`src/rtl/flash_cmd_decoder.sv`:
```
module flash_cmd_decoder #(
  parameter int AW = 19,
  parameter int SEC_W = 3,
  parameter int OFF_W = 2,
  parameter int PROG_CYC = 6,
  parameter int ERASE_CYC = 40,
  parameter int RECOV = 5,
  parameter logic [7:0] MFR_ID = 8'h01,
  parameter logic [7:0] DEV_ID = 8'hB5,
  parameter logic [(1<<SEC_W)-1:0] PROT_MASK = 1
) (
  input  logic          clk,
  input  logic          sys_rst_n,
  input  logic          reset_n,
  input  logic          ce_n,
  input  logic          we_n,
  input  logic          oe_n,
  input  logic [AW-1:0] addr,
  input  logic [7:0]    din,
  output logic [7:0]    dout,
  output logic          dout_oe,
  output logic          ry_by
);
  localparam int NSEC = 1 << SEC_W;
  localparam int IW = SEC_W + OFF_W;
  localparam int DEPTH = 1 << IW;
  localparam int CW = $clog2(ERASE_CYC + PROG_CYC + RECOV + 1);

  typedef enum logic [2:0] {S_IDLE, S_U1, S_U2, S_PROG, S_E1, S_E2, S_E3} seq_t;
  typedef enum logic [2:0] {OP_NONE, OP_PROG, OP_ERASE, OP_SUSP, OP_SPROG} op_t;

  logic [7:0]      mem [DEPTH];
  seq_t            seq;
  op_t             op;
  logic            autosel, chip, we_q;
  logic [NSEC-1:0] emask;
  logic [CW-1:0]   pcnt, ecnt, rcnt;
  logic [IW-1:0]   pidx;
  logic [7:0]      pdata;

  wire             wr_ev = ~we_q & we_n & ~ce_n;
  wire             is555 = addr == AW'(12'h555);
  wire             is2aa = addr == AW'(12'h2AA);
  wire [SEC_W-1:0] sec = addr[AW-1 -: SEC_W];
  wire [IW-1:0]    idx = {sec, addr[OFF_W-1:0]};
  wire             prot = PROT_MASK[sec];
  wire             rec = rcnt != '0;
  wire             prog_busy = (op == OP_PROG) || (op == OP_SPROG);
  wire             take = wr_ev & reset_n & ~rec;
  wire             prog_done = prog_busy && pcnt == CW'(1) && reset_n;
  wire             erase_done = op == OP_ERASE && ecnt == CW'(1) && reset_n;
  wire             susp_req = take && op == OP_ERASE && !chip && din == 8'hB0 && !erase_done;
  wire             cmd_ok = take && (op == OP_NONE || op == OP_SUSP);

  assign ry_by = !(prog_busy || op == OP_ERASE || rec);
  assign dout_oe = ~ce_n & ~oe_n & we_n;

  always_comb begin
    if (prog_busy) dout = {~pdata[7], 7'b0};
    else if (op == OP_ERASE || rec) dout = 8'h00;
    else if (autosel) begin
      case (addr[1:0])
        2'd0:    dout = MFR_ID;
        2'd1:    dout = DEV_ID;
        2'd2:    dout = {7'b0, prot};
        default: dout = 8'h00;
      endcase
    end else dout = mem[idx];
  end

  always_ff @(posedge clk or negedge sys_rst_n) begin
    if (!sys_rst_n) begin
      for (int i = 0; i < DEPTH; i++) mem[i] <= 8'hFF;
    end else if (prog_done) begin
      mem[pidx] <= mem[pidx] & pdata;
    end else if (erase_done) begin
      for (int i = 0; i < DEPTH; i++)
        if (emask[SEC_W'(i >> OFF_W)]) mem[i] <= 8'hFF;
    end
  end

  always_ff @(posedge clk or negedge sys_rst_n) begin
    if (!sys_rst_n) begin
      seq <= S_IDLE; op <= OP_NONE; autosel <= 1'b0; chip <= 1'b0; we_q <= 1'b1;
      emask <= '0; pcnt <= '0; ecnt <= '0; rcnt <= '0; pidx <= '0; pdata <= 8'hFF;
    end else begin
      we_q <= we_n;
      if (!reset_n) begin
        seq <= S_IDLE; op <= OP_NONE; autosel <= 1'b0; chip <= 1'b0;
        emask <= '0; pcnt <= '0; ecnt <= '0;
        rcnt <= ry_by ? '0 : CW'(RECOV);
      end else begin
        if (rec) rcnt <= rcnt - 1'b1;
        if (prog_busy) begin
          pcnt <= pcnt - 1'b1;
          if (prog_done) op <= (op == OP_SPROG) ? OP_SUSP : OP_NONE;
        end
        if (op == OP_ERASE) begin
          if (erase_done) begin
            op <= OP_NONE; emask <= '0; chip <= 1'b0;
          end else if (susp_req) op <= OP_SUSP;
          else ecnt <= ecnt - 1'b1;
        end
        if (cmd_ok) begin
          if (din == 8'hF0) begin
            seq <= S_IDLE; autosel <= 1'b0;
          end else if (op == OP_SUSP && seq == S_IDLE && din == 8'h30) begin
            op <= OP_ERASE;
          end else begin
            case (seq)
              S_IDLE: seq <= (is555 && din == 8'hAA) ? S_U1 : S_IDLE;
              S_U1:   seq <= (is2aa && din == 8'h55) ? S_U2 : S_IDLE;
              S_U2: begin
                seq <= S_IDLE;
                if (is555) begin
                  case (din)
                    8'hA0: seq <= S_PROG;
                    8'h90: autosel <= 1'b1;
                    8'h80: if (op == OP_NONE) seq <= S_E1;
                    default: ;
                  endcase
                end
              end
              S_PROG: begin
                seq <= S_IDLE; autosel <= 1'b0;
                if (!prot && !(op == OP_SUSP && emask[sec])) begin
                  op <= (op == OP_SUSP) ? OP_SPROG : OP_PROG;
                  pcnt <= CW'(PROG_CYC); pidx <= idx; pdata <= din;
                end
              end
              S_E1: seq <= (is555 && din == 8'hAA) ? S_E2 : S_IDLE;
              S_E2: seq <= (is2aa && din == 8'h55) ? S_E3 : S_IDLE;
              S_E3: begin
                seq <= S_IDLE; autosel <= 1'b0;
                if (is555 && din == 8'h10) begin
                  op <= OP_ERASE; chip <= 1'b1; emask <= ~PROT_MASK; ecnt <= CW'(ERASE_CYC);
                end else if (din == 8'h30 && !prot) begin
                  op <= OP_ERASE; chip <= 1'b0; ecnt <= CW'(ERASE_CYC);
                  emask <= {{(NSEC-1){1'b0}}, 1'b1} << sec;
                end
              end
              default: seq <= S_IDLE;
            endcase
          end
        end
      end
    end
  end

  p_busy_cause_r4: assert property (@(posedge clk) disable iff (!sys_rst_n)
    $fell(ry_by) |-> $past(wr_ev));
  p_susp_ready_r7: assert property (@(posedge clk) disable iff (!sys_rst_n)
    susp_req |=> ry_by);
  p_reset_hold_r10: assert property (@(posedge clk) disable iff (!sys_rst_n)
    (!reset_n && !ry_by) |=> !ry_by);
  p_and_only_r1: assert property (@(posedge clk) disable iff (!sys_rst_n)
    prog_done |=> (mem[pidx] & ~$past(mem[pidx])) == 8'h00);
  p_prot_kept_r11: assert property (@(posedge clk) disable iff (!sys_rst_n)
    (emask & PROT_MASK) == '0);
endmodule

```
`config.mk`:
```
export PLATFORM = sky130hd
export DESIGN_NAME = flash_cmd_decoder
export DESIGN_NICKNAME = d
export VERILOG_FILES = /design/src/rtl/flash_cmd_decoder.sv
export SDC_FILE = /design/constraint.sdc
export NUM_CORES = 1
export LEC_CHECK = 0
export BUFFER_PORTS_ARGS = -buffer_cell sky130_fd_sc_hd__buf_2
export CORE_AREA = 2 2 199 221
export CTS_CLUSTER_DIAMETER = 200
export CTS_CLUSTER_SIZE = 14
export DETAILED_ROUTE_END_ITERATION = 12
export DIE_AREA = 0 0 201 223
export PLACE_DENSITY = 0.57
export SETUP_SLACK_MARGIN = 0.02
export SLEW_MARGIN = 20
export SYNTH_ARGS = -nofsm -noshare
export SYNTH_HDL_FRONTEND = slang
export SYNTH_SLANG_ARGS = --single-unit
export TNS_END_PERCENT = 50
```
`constraint.sdc`:
```
create_clock -name clk -period 3.7 [get_ports clk]
set_clock_uncertainty 0.05 [all_clocks]
set_input_delay 0.185 -clock clk [delete_from_list [all_inputs] [get_ports clk]]
set_output_delay 0.185 -clock clk [all_outputs]
set_load 0.01 [all_outputs]
```
==> run_results.csv <==
group,metric,value,unit
cells_and_area,fin_cells,2189,
global_routing,grt_overflow,0,
worst_setup_path,r2r_cells,7,
place,dp_slack,0.613,ns
sta,timing.final.ws_setup,0.463,ns
run,maxCapViolCount,0,
cts,cts_buffer_depth,3,
floorplan,die_area,44800,sq um
synthesis,synth-edff-count,0,
global_routing,grt_max_degree,98,
global_routing,grt_pass1_wl,85.6,mm
place,io_buffer_count,42,
synthesis,postSynthAreaPerCell,10.5,sq um
synthesis,yosys-top-cells-area,"dfstp_2 41%, mux2i_1 11%, mux4_2 10%",
sta,period_share,87.5,%
cts,cts_setup_buffers,0,
floorplan,num_io_pins,43,
power_and_ir_drop,powerDensity,335,nW/um^2
synthesis,syn-num-nets,1643,
cts,cts_repair_resize_count,0,
place,dpl.cell_count,2146,
cts,cts_tree,"yes",
floorplan,core,42700,sq um
synthesis,synth-seq-cells,304,
worst_setup_path,path_cells,"nor2_1 > nand3b_1 > o22ai_1 > or4_1 > o21ai_2 > buf_4 > o21ai_1",
global_routing,grt_pass1_vias,12800,
worst_setup_path,path_class,"register to register",
sta,rsz0062_at_grt,"false",
synthesis,synthArstFlopShare,100,%
cts,cts_hold_repair.buffers,11,
cells_and_area,layout.nets,1649,
cts,clock-sinks,304,
power_and_ir_drop,vdd_ir_drop_max,0.321,mV
detailed_routing,via_per_inst,6.04,
worst_setup_path,startpoint,"pidx[4]",
floorplan,rows,80,
synthesis,synth_top_area_cell,"dfstp_2",
sta,slew_violations,0,
detailed_routing,remaining_drc_errors,0,
worst_setup_path,required,4.11,ns
worst_setup_path,end_kind,"register",
synthesis,synth_cell_types,63,
synthesis,yosys_warnings,0,
hold_path,hp-class,"input pin to register",
cts,h-tree-depth,1,
cts,cts_buffers,25,
worst_setup_path,worst-path-max-fanout,20,
worst_setup_path,reg2reg_from,"pidx[4]",
synthesis,ys_seq_area_share,47.1,%
sta,slew_headroom,36.8,%
detailed_routing,dr_total_vias,13200,
worst_setup_path,start_kind,"register",
cells_and_area,n_antenna_cell,0,
worst_setup_path,arrival,3.65,ns
sta,timing.setup.tns,0,ns
detailed_routing,wl,57.1,mm
floorplan,start_util,39.5,%
cells_and_area,drive_above_1_share,30.1,%
detailed_routing,ant_nets,0,
cells_and_area,final_util,43.7,%
detailed_routing,drt-pass1-iter-count,5,
cells_and_area,syn_to_final_growth,10.6,%
detailed_routing,drtIter0Drc,1114,
hold_path,min-delay-start,"addr[11]",
synthesis,syn_inst,1604,
sta,hold_slack,0.0362,ns
global_routing,antenna_found_initial,1,
power_and_ir_drop,p_leak,6.05,nW
worst_setup_path,rrSetupSlack,0.46,ns
place,gp_congestion,0.957,
synthesis,synth-main-ff-cell,"dfstp_2",
floorplan,die_w,201,um
floorplan,die_y,223,um
worst_setup_path,max_stage_delay,0.73,ns
sta,min_period,3.24,ns
sta,finalHoldViolCount,0,
sta,setup_viol,0,
global_routing,grtUsageTotal,25.4,%
detailed_routing,wl_per_cell,26.1,um
sta,tightest_slew,0.949,ns
cts,clkTransAtPathRegs,0.07,ns
hold_path,hold_end,"autosel",
sta,timing.fmax,309,MHz
worst_setup_path,crit_slowest_cell,"dfrtp_1",
synthesis,synth_top_area_share,41.3,%
place,dp_hpwl,41.0,mm
worst_setup_path,reg2reg_to,"mem[30]",
cts,cts-root-buf,"clkbuf_16",
status,outcome,"finished, final reports clean",
hold_path,hold_path_depth,5,
synthesis,synth_area,16900,sq um
cts,clock_latency,0.56,ns
## metal layers
metal	part of all wire [%]	up-vias	global-route usage, %
met5	0.023	-	0
met4	4.8	2	10.9
met3	5.9	108	3.24
met2	47	462	41.7
met1	42	6710	34.0
li1	-	5948	-
## per-stage QoR
stage          power [mW]  cell area, sq um
3_3_place_gp         3.80             17900
6_report             6.26             18700
3_5_place_dp         3.81             17900
4_1_cts              6.32             18700
5_1_grt              6.49             18700
2_1_floorplan        3.64             16900
## how the worst max path moves through the flow
stage                           to  cells after the start  slack (ns)
after floorplan           mem[130]                      9        0.96
after global placement    mem[160]                      8        0.65
after detailed placement  mem[168]                      8        0.61
after CTS                 mem[168]                      8        0.59
after global routing      mem[168]                      7        0.38
final                      mem[30]                      7        0.46
## kinds of logic (layout without fill, tap and decap cells)
| kind of cell | after synthesis | count (layout) | share of synthesized area (%) |
|---|---|---|---|
| AND/OR/NAND/NOR | 467 | 467 | 13.7 |
| AO/OA/AOI/OAI | 395 | 395 | 12.9 |
| flip-flops | 304 | 304 | 47.1 |
| multiplexers | 271 | 271 | 21.7 |
| buffers and inverters | 147 | 158 | 3.42 |
| XOR/XNOR | 14 | 14 | 0.727 |
| adder cells (fa/ha/maj) | 6 | 6 | 0.445 |
## flip-flops by register name, indices dropped and copies added, names as in the netlist
register / cells
seq: 3
rcnt: 6
mem: 256
autosel: 1
pcnt: 6
ecnt: 6
pidx: 5
op: 3
we_q: 1
chip: 1
emask: 8
pdata: 8
## report_power, final
part	total (mW)	internal, mW	switching, mW
combinational	0.373	0.132	0.242
sequential	3.39	3.36	0.0261
clock	2.50	1.28	1.21
## area by class of cell
class	count	area, sq um
clock inverter	1	30.0
tap	574	718
multi-input combinational	1153	8400
sequential	304	7940
inverter	14	52.6
timing repair buffer	112	878
clock buffer	31	648
fill	4088	24100
## cell usage in the layout, fill, tap and decap left out, types with 38 or more instances in the layout
master	n
buf_2	39
a21oi_1	56
o21ai_0	48
mux4_2	75
o22ai_1	65
dfrtp_1	38
nor3_1	70
nand2_1	175
nor2_1	84
dfstp_2	265
o21ai_1	177
mux2i_1	182
buf_4	53
## worst max-delay path, delay by kind of cell (launching register included)
family | cells | cell delay [ns]
simple gates | 3 | 1.44
buf+inv | 1 | 0.32
compound gates | 3 | 0.59
flops | 1 | 0.73
## synthesized netlist by cell type (22+ instances only)
cell and count:
a21oi_1 56, nor2_1 84, o21ai_0 48, mux2i_1 182, mux4_2 75, clkbuf_1 102, nand2_1 175, dfstp_2 265
nor3_1 71, o22ai_1 65, o21ai_1 185, dfrtp_1 39, or4_1 22
Note: power is estimated with default switching activity, not from simulation.
